File: config.mk
export PLATFORM = sky130hd
export DESIGN_NAME = irq_prio_mask_sel
export DESIGN_NICKNAME = d
export VERILOG_FILES = /design/src/rtl/irq_sel_pkg.sv /design/src/rtl/irq_pend_reg.sv /design/src/rtl/irq_gate.sv /design/src/rtl/irq_prio_enc.sv /design/src/rtl/irq_prio_mask_sel.sv
export SDC_FILE = /design/constraint.sdc
export NUM_CORES = 1
export LEC_CHECK = 0
export ABC_CLOCK_PERIOD_IN_PS = 2800
export BUFFER_PORTS_ARGS = -buffer_cell sky130_fd_sc_hd__buf_2
export CAP_MARGIN = 5
export CORE_MARGIN = 1
export CORE_UTILIZATION = 40
export CTS_CLUSTER_SIZE = 24
export DETAILED_ROUTE_END_ITERATION = 10
export HOLD_SLACK_MARGIN = 0.02
export PLACE_DENSITY_LB_ADDON = 0.25
export SLEW_MARGIN = 0
export SYNTH_ARGS = -nofsm -noshare
export SYNTH_HDL_FRONTEND = slang
export SYNTH_SLANG_ARGS = --single-unit
File: constraint.sdc
create_clock -name clk -period 2.8 [get_ports clk]
set_input_delay 0.14 -clock clk [delete_from_list [all_inputs] [get_ports clk]]
set_output_delay 0.14 -clock clk [all_outputs]
set_load 0.02 [all_outputs]
File: src/rtl/irq_sel_pkg.sv
// Package: shared sizes, source ranks and state bundles for the interrupt
// priority mask selector. Assumes the rank order is fixed by the source list.
package irq_sel_pkg;

    localparam int NUM_SRC = 16;
    localparam int IDX_W   = $clog2(NUM_SRC);

    // Source ranks: lower value wins.
    typedef enum logic [IDX_W-1:0] {
        SRC_RESET  = 4'd0,
        SRC_MCHK   = 4'd1,
        SRC_HDEC   = 4'd2,
        SRC_HVIRT  = 4'd3,
        SRC_EXT    = 4'd4,
        SRC_CRIT   = 4'd5,
        SRC_WDOG   = 4'd6,
        SRC_CDBELL = 4'd7,
        SRC_FIT    = 4'd8,
        SRC_PIT    = 4'd9,
        SRC_DEC    = 4'd10,
        SRC_DBELL  = 4'd11,
        SRC_HDBELL = 4'd12,
        SRC_PERF   = 4'd13,
        SRC_THERM  = 4'd14,
        SRC_EBB    = 4'd15
    } src_e;

    // First and last source of the group gated only by asynchronous delivery.
    localparam int ASYNC_FIRST = int'(SRC_WDOG);
    localparam int ASYNC_LAST  = int'(SRC_THERM);

    // Machine-state bits.
    typedef struct packed {
        logic ext_en;
        logic crit_en;
        logic hyp;
        logic prob;
    } mstate_t;

    // Partition control bits and straps.
    typedef struct packed {
        logic hdec_en;
        logic hvirt_en;
        logic ext_to_guest;
        logic hyp_ext_block;
        logic hyp_strap;
        logic ebb_ge;
    } pctl_t;

endpackage

File: src/rtl/irq_pend_reg.sv
// Module: pending request register. Set by request pulses and cleared by a
// one-hot clear vector. When a bit is set and cleared in the same cycle, the
// set wins. Assumes synchronous active-low reset.
module irq_pend_reg #(
    parameter int N = 16
) (
    input  logic         clk,
    input  logic         rst_n,
    input  logic [N-1:0] set_i,
    input  logic [N-1:0] clr_i,
    output logic [N-1:0] pend_o
);

    logic [N-1:0] pend_q;
    logic [N-1:0] pend_d;

    // Next pending value: clear the taken bit, then OR in new requests.
    always_comb begin
        pend_d = (pend_q & ~clr_i) | set_i;
    end

    // Pending storage with synchronous reset.
    always_ff @(posedge clk) begin
        if (!rst_n) begin
            pend_q <= '0;
        end else begin
            pend_q <= pend_d;
        end
    end

    assign pend_o = pend_q;

    // reset empties the register.
    p_reset_clear_r12: assert property (@(posedge clk) !rst_n |=> (pend_o == '0))
        else $error("pending not cleared by reset");

    // a requested bit is set after the edge.
    p_req_sets_r10: assert property (@(posedge clk) disable iff (!rst_n)
        (set_i != '0) |=> ((pend_o & $past(set_i)) == $past(set_i)))
        else $error("request did not set pending");

    // without clear or reset, no pending bit drops.
    p_hold_r10: assert property (@(posedge clk) disable iff (!rst_n)
        (clr_i == '0) |=> ((pend_o & $past(pend_o)) == $past(pend_o)))
        else $error("pending bit lost without acknowledge");

endmodule

File: src/rtl/irq_gate.sv
// Module: eligibility gating. Turns pending bits into eligible bits from the
// machine state and partition controls. Purely combinational; clk/rst_n are
// used only by the embedded assertions. Assumes source ranks from irq_sel_pkg.
module irq_gate
    import irq_sel_pkg::*;
#(
    parameter int N = NUM_SRC
) (
    input  logic         clk,
    input  logic         rst_n,
    input  logic [N-1:0] pend_i,
    input  mstate_t      mst_i,
    input  pctl_t        pctl_i,
    input  logic         resume_i,
    output logic [N-1:0] elig_o
);

    logic async_ok;
    logic hv_timer_path;
    logic ext_async_path;
    logic ext_hyp_path;

    // Asynchronous-delivery term.
    always_comb begin
        async_ok = mst_i.ext_en | resume_i;
    end

    // Shared permission for the two hypervisor-level sources.
    always_comb begin
        hv_timer_path = async_ok | ~mst_i.hyp;
    end

    // The two routes by which the external source may be taken.
    always_comb begin
        ext_async_path = async_ok & ~(pctl_i.hyp_ext_block & mst_i.hyp & ~mst_i.prob);
        ext_hyp_path   = pctl_i.hyp_strap & ~mst_i.hyp & ~pctl_i.ext_to_guest;
    end

    // Per-source gating, chosen by source rank.
    for (genvar g = 0; g < N; g++) begin : g_src
        if (g == int'(SRC_RESET) || g == int'(SRC_MCHK)) begin : g_unmask
            assign elig_o[g] = pend_i[g];
        end else if (g == int'(SRC_HDEC)) begin : g_hdec
            assign elig_o[g] = pend_i[g] & pctl_i.hdec_en & hv_timer_path;
        end else if (g == int'(SRC_HVIRT)) begin : g_hvirt
            assign elig_o[g] = pend_i[g] & pctl_i.hvirt_en & hv_timer_path;
        end else if (g == int'(SRC_EXT)) begin : g_ext
            assign elig_o[g] = pend_i[g] & (ext_async_path | ext_hyp_path);
        end else if (g == int'(SRC_CRIT)) begin : g_crit
            assign elig_o[g] = pend_i[g] & mst_i.crit_en;
        end else if (g >= ASYNC_FIRST && g <= ASYNC_LAST) begin : g_async
            assign elig_o[g] = pend_i[g] & async_ok;
        end else begin : g_ebb
            assign elig_o[g] = pend_i[g] & async_ok & mst_i.prob & pctl_i.ebb_ge;
        end
    end

    // without async delivery, no source of the timer/doorbell group is eligible.
    p_async_group_r7: assert property (@(posedge clk) disable iff (!rst_n)
        (!mst_i.ext_en && !resume_i) |-> (elig_o[ASYNC_LAST:ASYNC_FIRST] == '0))
        else $error("async group eligible without delivery");

    // unmaskable sources follow their pending bits.
    p_unmask_r2: assert property (@(posedge clk) disable iff (!rst_n)
        (elig_o[1:0] == pend_i[1:0]))
        else $error("unmaskable source gated");

endmodule

File: src/rtl/irq_prio_enc.sv
// Module: fixed-priority encoder. The lowest set bit wins. Gives valid, a
// binary index and a one-hot grant. Assumes N is a power of two.
module irq_prio_enc #(
    parameter int N = 16,
    localparam int W = $clog2(N)
) (
    input  logic [N-1:0] req_i,
    output logic         valid_o,
    output logic [W-1:0] idx_o,
    output logic [N-1:0] grant_o
);

    logic [N:0] lower_any;

    assign lower_any[0] = 1'b0;

    // Prefix-OR chain: grant bit i only if no lower bit requests.
    for (genvar i = 0; i < N; i++) begin : g_chain
        assign lower_any[i+1] = lower_any[i] | req_i[i];
        assign grant_o[i]     = req_i[i] & ~lower_any[i];
    end

    assign valid_o = lower_any[N];

    // Binary encode of the one-hot grant; zero when nothing is granted.
    always_comb begin
        idx_o = '0;
        for (int i = 0; i < N; i++) begin
            if (grant_o[i]) idx_o = idx_o | W'(i);
        end
    end

endmodule

File: src/rtl/irq_prio_mask_sel.sv
// Module: interrupt priority mask selector, top level. Latches request pulses,
// gates each pending source by state and controls, and shows the winning
// source. An acknowledge clears the shown source on the next edge. Assumes
// a synchronous active-low reset and a single clock.
module irq_prio_mask_sel
    import irq_sel_pkg::*;
(
    input  logic               clk,
    input  logic               rst_n,
    input  logic [NUM_SRC-1:0] req_i,
    input  logic               ack_i,
    input  logic               msr_ext_en_i,
    input  logic               msr_crit_en_i,
    input  logic               msr_hyp_i,
    input  logic               msr_prob_i,
    input  logic               wake_resume_i,
    input  logic               hyp_strap_i,
    input  logic               hdec_irq_en_i,
    input  logic               hvirt_irq_en_i,
    input  logic               ext_to_guest_i,
    input  logic               hyp_ext_block_i,
    input  logic               ebb_global_en_i,
    output logic               irq_valid_o,
    output logic [IDX_W-1:0]   irq_idx_o
);

    mstate_t            mst;
    pctl_t              pctl;
    logic [NUM_SRC-1:0] pend;
    logic [NUM_SRC-1:0] elig;
    logic [NUM_SRC-1:0] grant;
    logic [NUM_SRC-1:0] clr;

    // Bundle the state and control pins.
    always_comb begin
        mst.ext_en          = msr_ext_en_i;
        mst.crit_en         = msr_crit_en_i;
        mst.hyp             = msr_hyp_i;
        mst.prob            = msr_prob_i;
        pctl.hdec_en        = hdec_irq_en_i;
        pctl.hvirt_en       = hvirt_irq_en_i;
        pctl.ext_to_guest   = ext_to_guest_i;
        pctl.hyp_ext_block  = hyp_ext_block_i;
        pctl.hyp_strap      = hyp_strap_i;
        pctl.ebb_ge         = ebb_global_en_i;
    end

    // Acknowledge clears exactly the granted source.
    always_comb begin
        clr = ack_i ? grant : '0;
    end

    irq_pend_reg #(.N(NUM_SRC)) u_pend (
        .clk    (clk),
        .rst_n  (rst_n),
        .set_i  (req_i),
        .clr_i  (clr),
        .pend_o (pend)
    );

    irq_gate #(.N(NUM_SRC)) u_gate (
        .clk      (clk),
        .rst_n    (rst_n),
        .pend_i   (pend),
        .mst_i    (mst),
        .pctl_i   (pctl),
        .resume_i (wake_resume_i),
        .elig_o   (elig)
    );

    irq_prio_enc #(.N(NUM_SRC)) u_enc (
        .req_i   (elig),
        .valid_o (irq_valid_o),
        .idx_o   (irq_idx_o),
        .grant_o (grant)
    );

    // a pending reset always wins.
    p_reset_wins_r2: assert property (@(posedge clk) disable iff (!rst_n)
        pend[0] |-> (irq_valid_o && irq_idx_o == 4'd0))
        else $error("pending reset not selected");

    // critical external shown only with critical enable.
    p_crit_gate_r6: assert property (@(posedge clk) disable iff (!rst_n)
        (irq_valid_o && irq_idx_o == 4'd5) |-> msr_crit_en_i)
        else $error("critical source shown without enable");

    // event-based branch shown only in problem state with global enable.
    p_ebb_gate_r8: assert property (@(posedge clk) disable iff (!rst_n)
        (irq_valid_o && irq_idx_o == 4'd15) |-> (msr_prob_i && ebb_global_en_i))
        else $error("event branch shown without its enables");

    // idle output reports index zero.
    p_idle_idx_r9: assert property (@(posedge clk) disable iff (!rst_n)
        !irq_valid_o |-> (irq_idx_o == 4'd0))
        else $error("index nonzero while idle");

    // acknowledged bit drops unless re-requested.
    p_ack_clear_r11: assert property (@(posedge clk) disable iff (!rst_n)
        (ack_i && irq_valid_o && !req_i[irq_idx_o]) |=> !pend[$past(irq_idx_o)])
        else $error("acknowledged source still pending");

    // acknowledge while idle changes nothing.
    p_ack_idle_r11: assert property (@(posedge clk) disable iff (!rst_n)
        (ack_i && !irq_valid_o && req_i == '0) |=> $stable(pend))
        else $error("idle acknowledge changed pending");

endmodule

==> impl_metrics.json <==
{
  "yosysWarningCount": 0,
  "relSlewSlack_pct": 63.51,
  "cts_made_buffers": 3,
  "synth_cell_type_count": 34,
  "leakage_nw": 0.4849,
  "fillerInstances": 224,
  "wirelength_mm": 2.463,
  "clock_sinks": 16,
  "yosys-top-cells-area": "sky130_fd_sc_hd__dfxtp_1, sky130_fd_sc_hd__o21ai_0, sky130_fd_sc_hd__a21oi_1",
  "worstPathMaxFanout": 8,
  "startpoint_type": "register",
  "postCtsResizedCells": 0,
  "drt-initial-drc-count": 31,
  "netlist_instances": 123,
  "grt_antenna_before_repair": 0,
  "clkSlewWorstSetupHoldPaths_ns": 0.09,
  "synth_nets": 153,
  "synth-xor-area-share_pct": 0,
  "tritoncts_clock_tree": "built",
  "timing_hold_violations_final": 0,
  "start_util_pct": 42.26,
  "finish.utilization_pct": 52.31,
  "register_area_um2": 320.3,
  "drv_cap": 0,
  "cts-root-buf": "sky130_fd_sc_hd__clkbuf_4",
  "timing.setup.critical_path_class": "reg -> out",
  "grt_max_degree": 17,
  "grt_pass1_vias": 960,
  "antenna-diode-count": 0,
  "ys_seq_area_share_pct": 34.59,
  "global_route.overflow_total": 0,
  "synth_top_cell_by_area": "sky130_fd_sc_hd__dfxtp_1",
  "post_synth_and_or_nand_nor_area_fraction_pct": 31.62,
  "setup_total_negative_slack_ns": 0,
  "synth_mux_area_share_pct": 0,
  "critical_path_required_ns": 2.66,
  "skew_ns": 0.006748,
  "yosys_register_bits": 16,
  "largest_register_ffs": 16,
  "htree_num_levels": 1,
  "postSynth.topFlopCell": "sky130_fd_sc_hd__dfxtp_1",
  "drt_first_pass_iters": 4,
  "multi_input_comb_area_um2": 575.6,
  "floorplan.die.width_um": 50.11,
  "run_status": "complete, no violations",
  "fp.dieH_um": 50.11,
  "maxSlewViolCount": 0,
  "gp_routability_congestion": 0.8498,
  "finish.cell_count_without_fillers": 187,
  "fp-row-count": 17,
  "core_region_area_um2": 2191,
  "asyncSetResetFlopFracSynth_pct": 0,
  "area_delta_synth_final_pct": 23.78,
  "globalRouteTotalUtil_pct": 20.00,
  "placed_cells": 184,
  "grt_pass1_wl_mm": 3.912,
  "syn_area_per_cell_um2": 7.528,
  "max-vdd-ir-drop_v": 0.0003190,
  "detailed_place_hpwl_mm": 1.824,
  "worst_pin_slew_ns": 0.5424,
  "synth_top_area_share_pct": 34.59,
  "shortest_period_the_worst_path_allows_ns": 2.187,
  "die-area_um2": 2511,
  "routed-via-count": 1073,
  "total_power_per_unit_cell_area_nw_per_um2": 454.5,
  "pin_count": 35,
  "arrival_time_of_data_at_the_critical_path_endpoint_ns": 2.05,
  "worstSkewPairLatency_ns": 0.28,
  "syn-cell-area_um2": 925.9,
  "cp-end-kind": "output pin",
  "post-cts-setup-buffer-count": 0,
  "layout_worst_path_cycle_share_pct": 78.11,
  "synthAdderAreaFrac_pct": 0,
  "setup-violations-final": 0,
  "rsz_0062_raised_after_global_routing": "false",
  "worstHoldPathType": "in -> reg",
  "fraction_of_layout_instances_using_a_drive_strength_above_1_pct": 27.04,
  "route.detailed.drc": 0,
  "cts_hold_repair.buffers": 0,
  "fmaxAchievable_mhz": 457.2,
  "finish.net_count": 191,
  "io_buffers": 34,
  "synth_compound_gate_area_share_pct": 30.54,
  "wl_per_cell_um": 13.17,
  "synth_top_family_by_area": "simple AND/OR/NAND/NOR gates",
  "synth-edff-count": 0,
  "antenna_left": 0,
  "vias_per_std_cell": 5.738,
  "total_power_w": 0.0005209,
  "clock_tree.buffer_depth": 2
}
path summary, 6_finish.rpt:
kind	slack [ns]	to	startpoint	cells after the start
worst min register to register	0.54	u_pend.pend_o[2]$_SDFF_PN0_	u_pend.pend_o[2]$_SDFF_PN0_	2
worst max-delay path	0.61	irq_idx_o[2]	u_pend.pend_o[8]$_SDFF_PN0_	6
worst min-delay path	0.06	u_pend.pend_o[0]$_SDFF_PN0_	req_i[0]	2
worst max register to register	1.09	u_pend.pend_o[11]$_SDFF_PN0_	u_pend.pend_o[0]$_SDFF_PN0_	5
cell usage after synthesis, drive strengths merged, types with 4 or more instances:
cell   number
dfxtp      16
o21ai      15
a21oi      13
nor2       12
nand2      10
a31oi       6
inv         6
nor2b       5
nor4        5
nand4       4
nor3        4
o21a        4
layout by cell type (no fill, tap or decap), drive strengths merged, types with 2 or more instances in the layout:
cell type | synthesis | final
nand2b | 2 | 2
nor2 | 12 | 12
a21boi | 2 | 2
nor2b | 5 | 5
dfxtp | 16 | 16
nor3 | 4 | 4
o21ai | 15 | 15
buf | 1 | 34
a31oi | 6 | 6
nand3 | 2 | 2
a21oi | 13 | 13
and2 | 2 | 2
nand2 | 10 | 10
and3 | 2 | 2
o21a | 4 | 4
nand4 | 4 | 4
nor4 | 5 | 5
clkbuf | 0 | 3
inv | 6 | 6
layer usage:
metal / global-route usage, % / vias to the layer above / routed length, µm
li1: - / 536 / -
met1: 23.38 / 498 / 1090
met2: 36.00 / 33 / 1205
met3: 5.556 / 6 / 140
met4: 3.333 / 0 / 27
met5: 0 / - / 0
through the flow:
step                      hold WS [ns]  cell area, µm²  worst slack (ns)
after floorplan                 0.2402           925.9             1.022
after global placement          0.3474            1124            0.9413
after detailed placement        0.3577            1124            0.9213
after CTS                      0.06101            1146            0.6094
after global routing           0.05640            1146            0.4724
final                          0.06499            1146            0.6129
worst max-delay path: stages (launching register included):
cell and delay (ns):
sky130_fd_sc_hd__dfxtp_1 0.39, sky130_fd_sc_hd__or4_4 0.59, sky130_fd_sc_hd__nor4_2 0.16, sky130_fd_sc_hd__o21ai_0 0.13
sky130_fd_sc_hd__and4_1 0.17, sky130_fd_sc_hd__a21oi_1 0.14, sky130_fd_sc_hd__buf_2 0.18
where the power goes:
part / internal (W) / total, W / switching (W)
logic: 0.0000584 / 0.000136 / 0.0000779
registers: 0.000245 / 0.000265 / 0.0000201
clock network: 0.0000500 / 0.000120 / 0.0000696
total: 0.000353 / 0.000521 / 0.000168
cell families after synthesis:
kind of cell,count (synthesis)
flops,16
compound gates,47
buf+inv,7
simple gates,53
layout make-up:
cell class / instances / area share [%]
Inverter: 6 / 1.965
Sequential cell: 16 / 27.95
Clock buffer: 3 / 1.965
Multi-Input combinational cell: 100 / 50.22
Timing Repair Buffer: 34 / 14.85
Tap cell: 28 / 3.057
No activity file was read; power rests on OpenSTA's default activity.
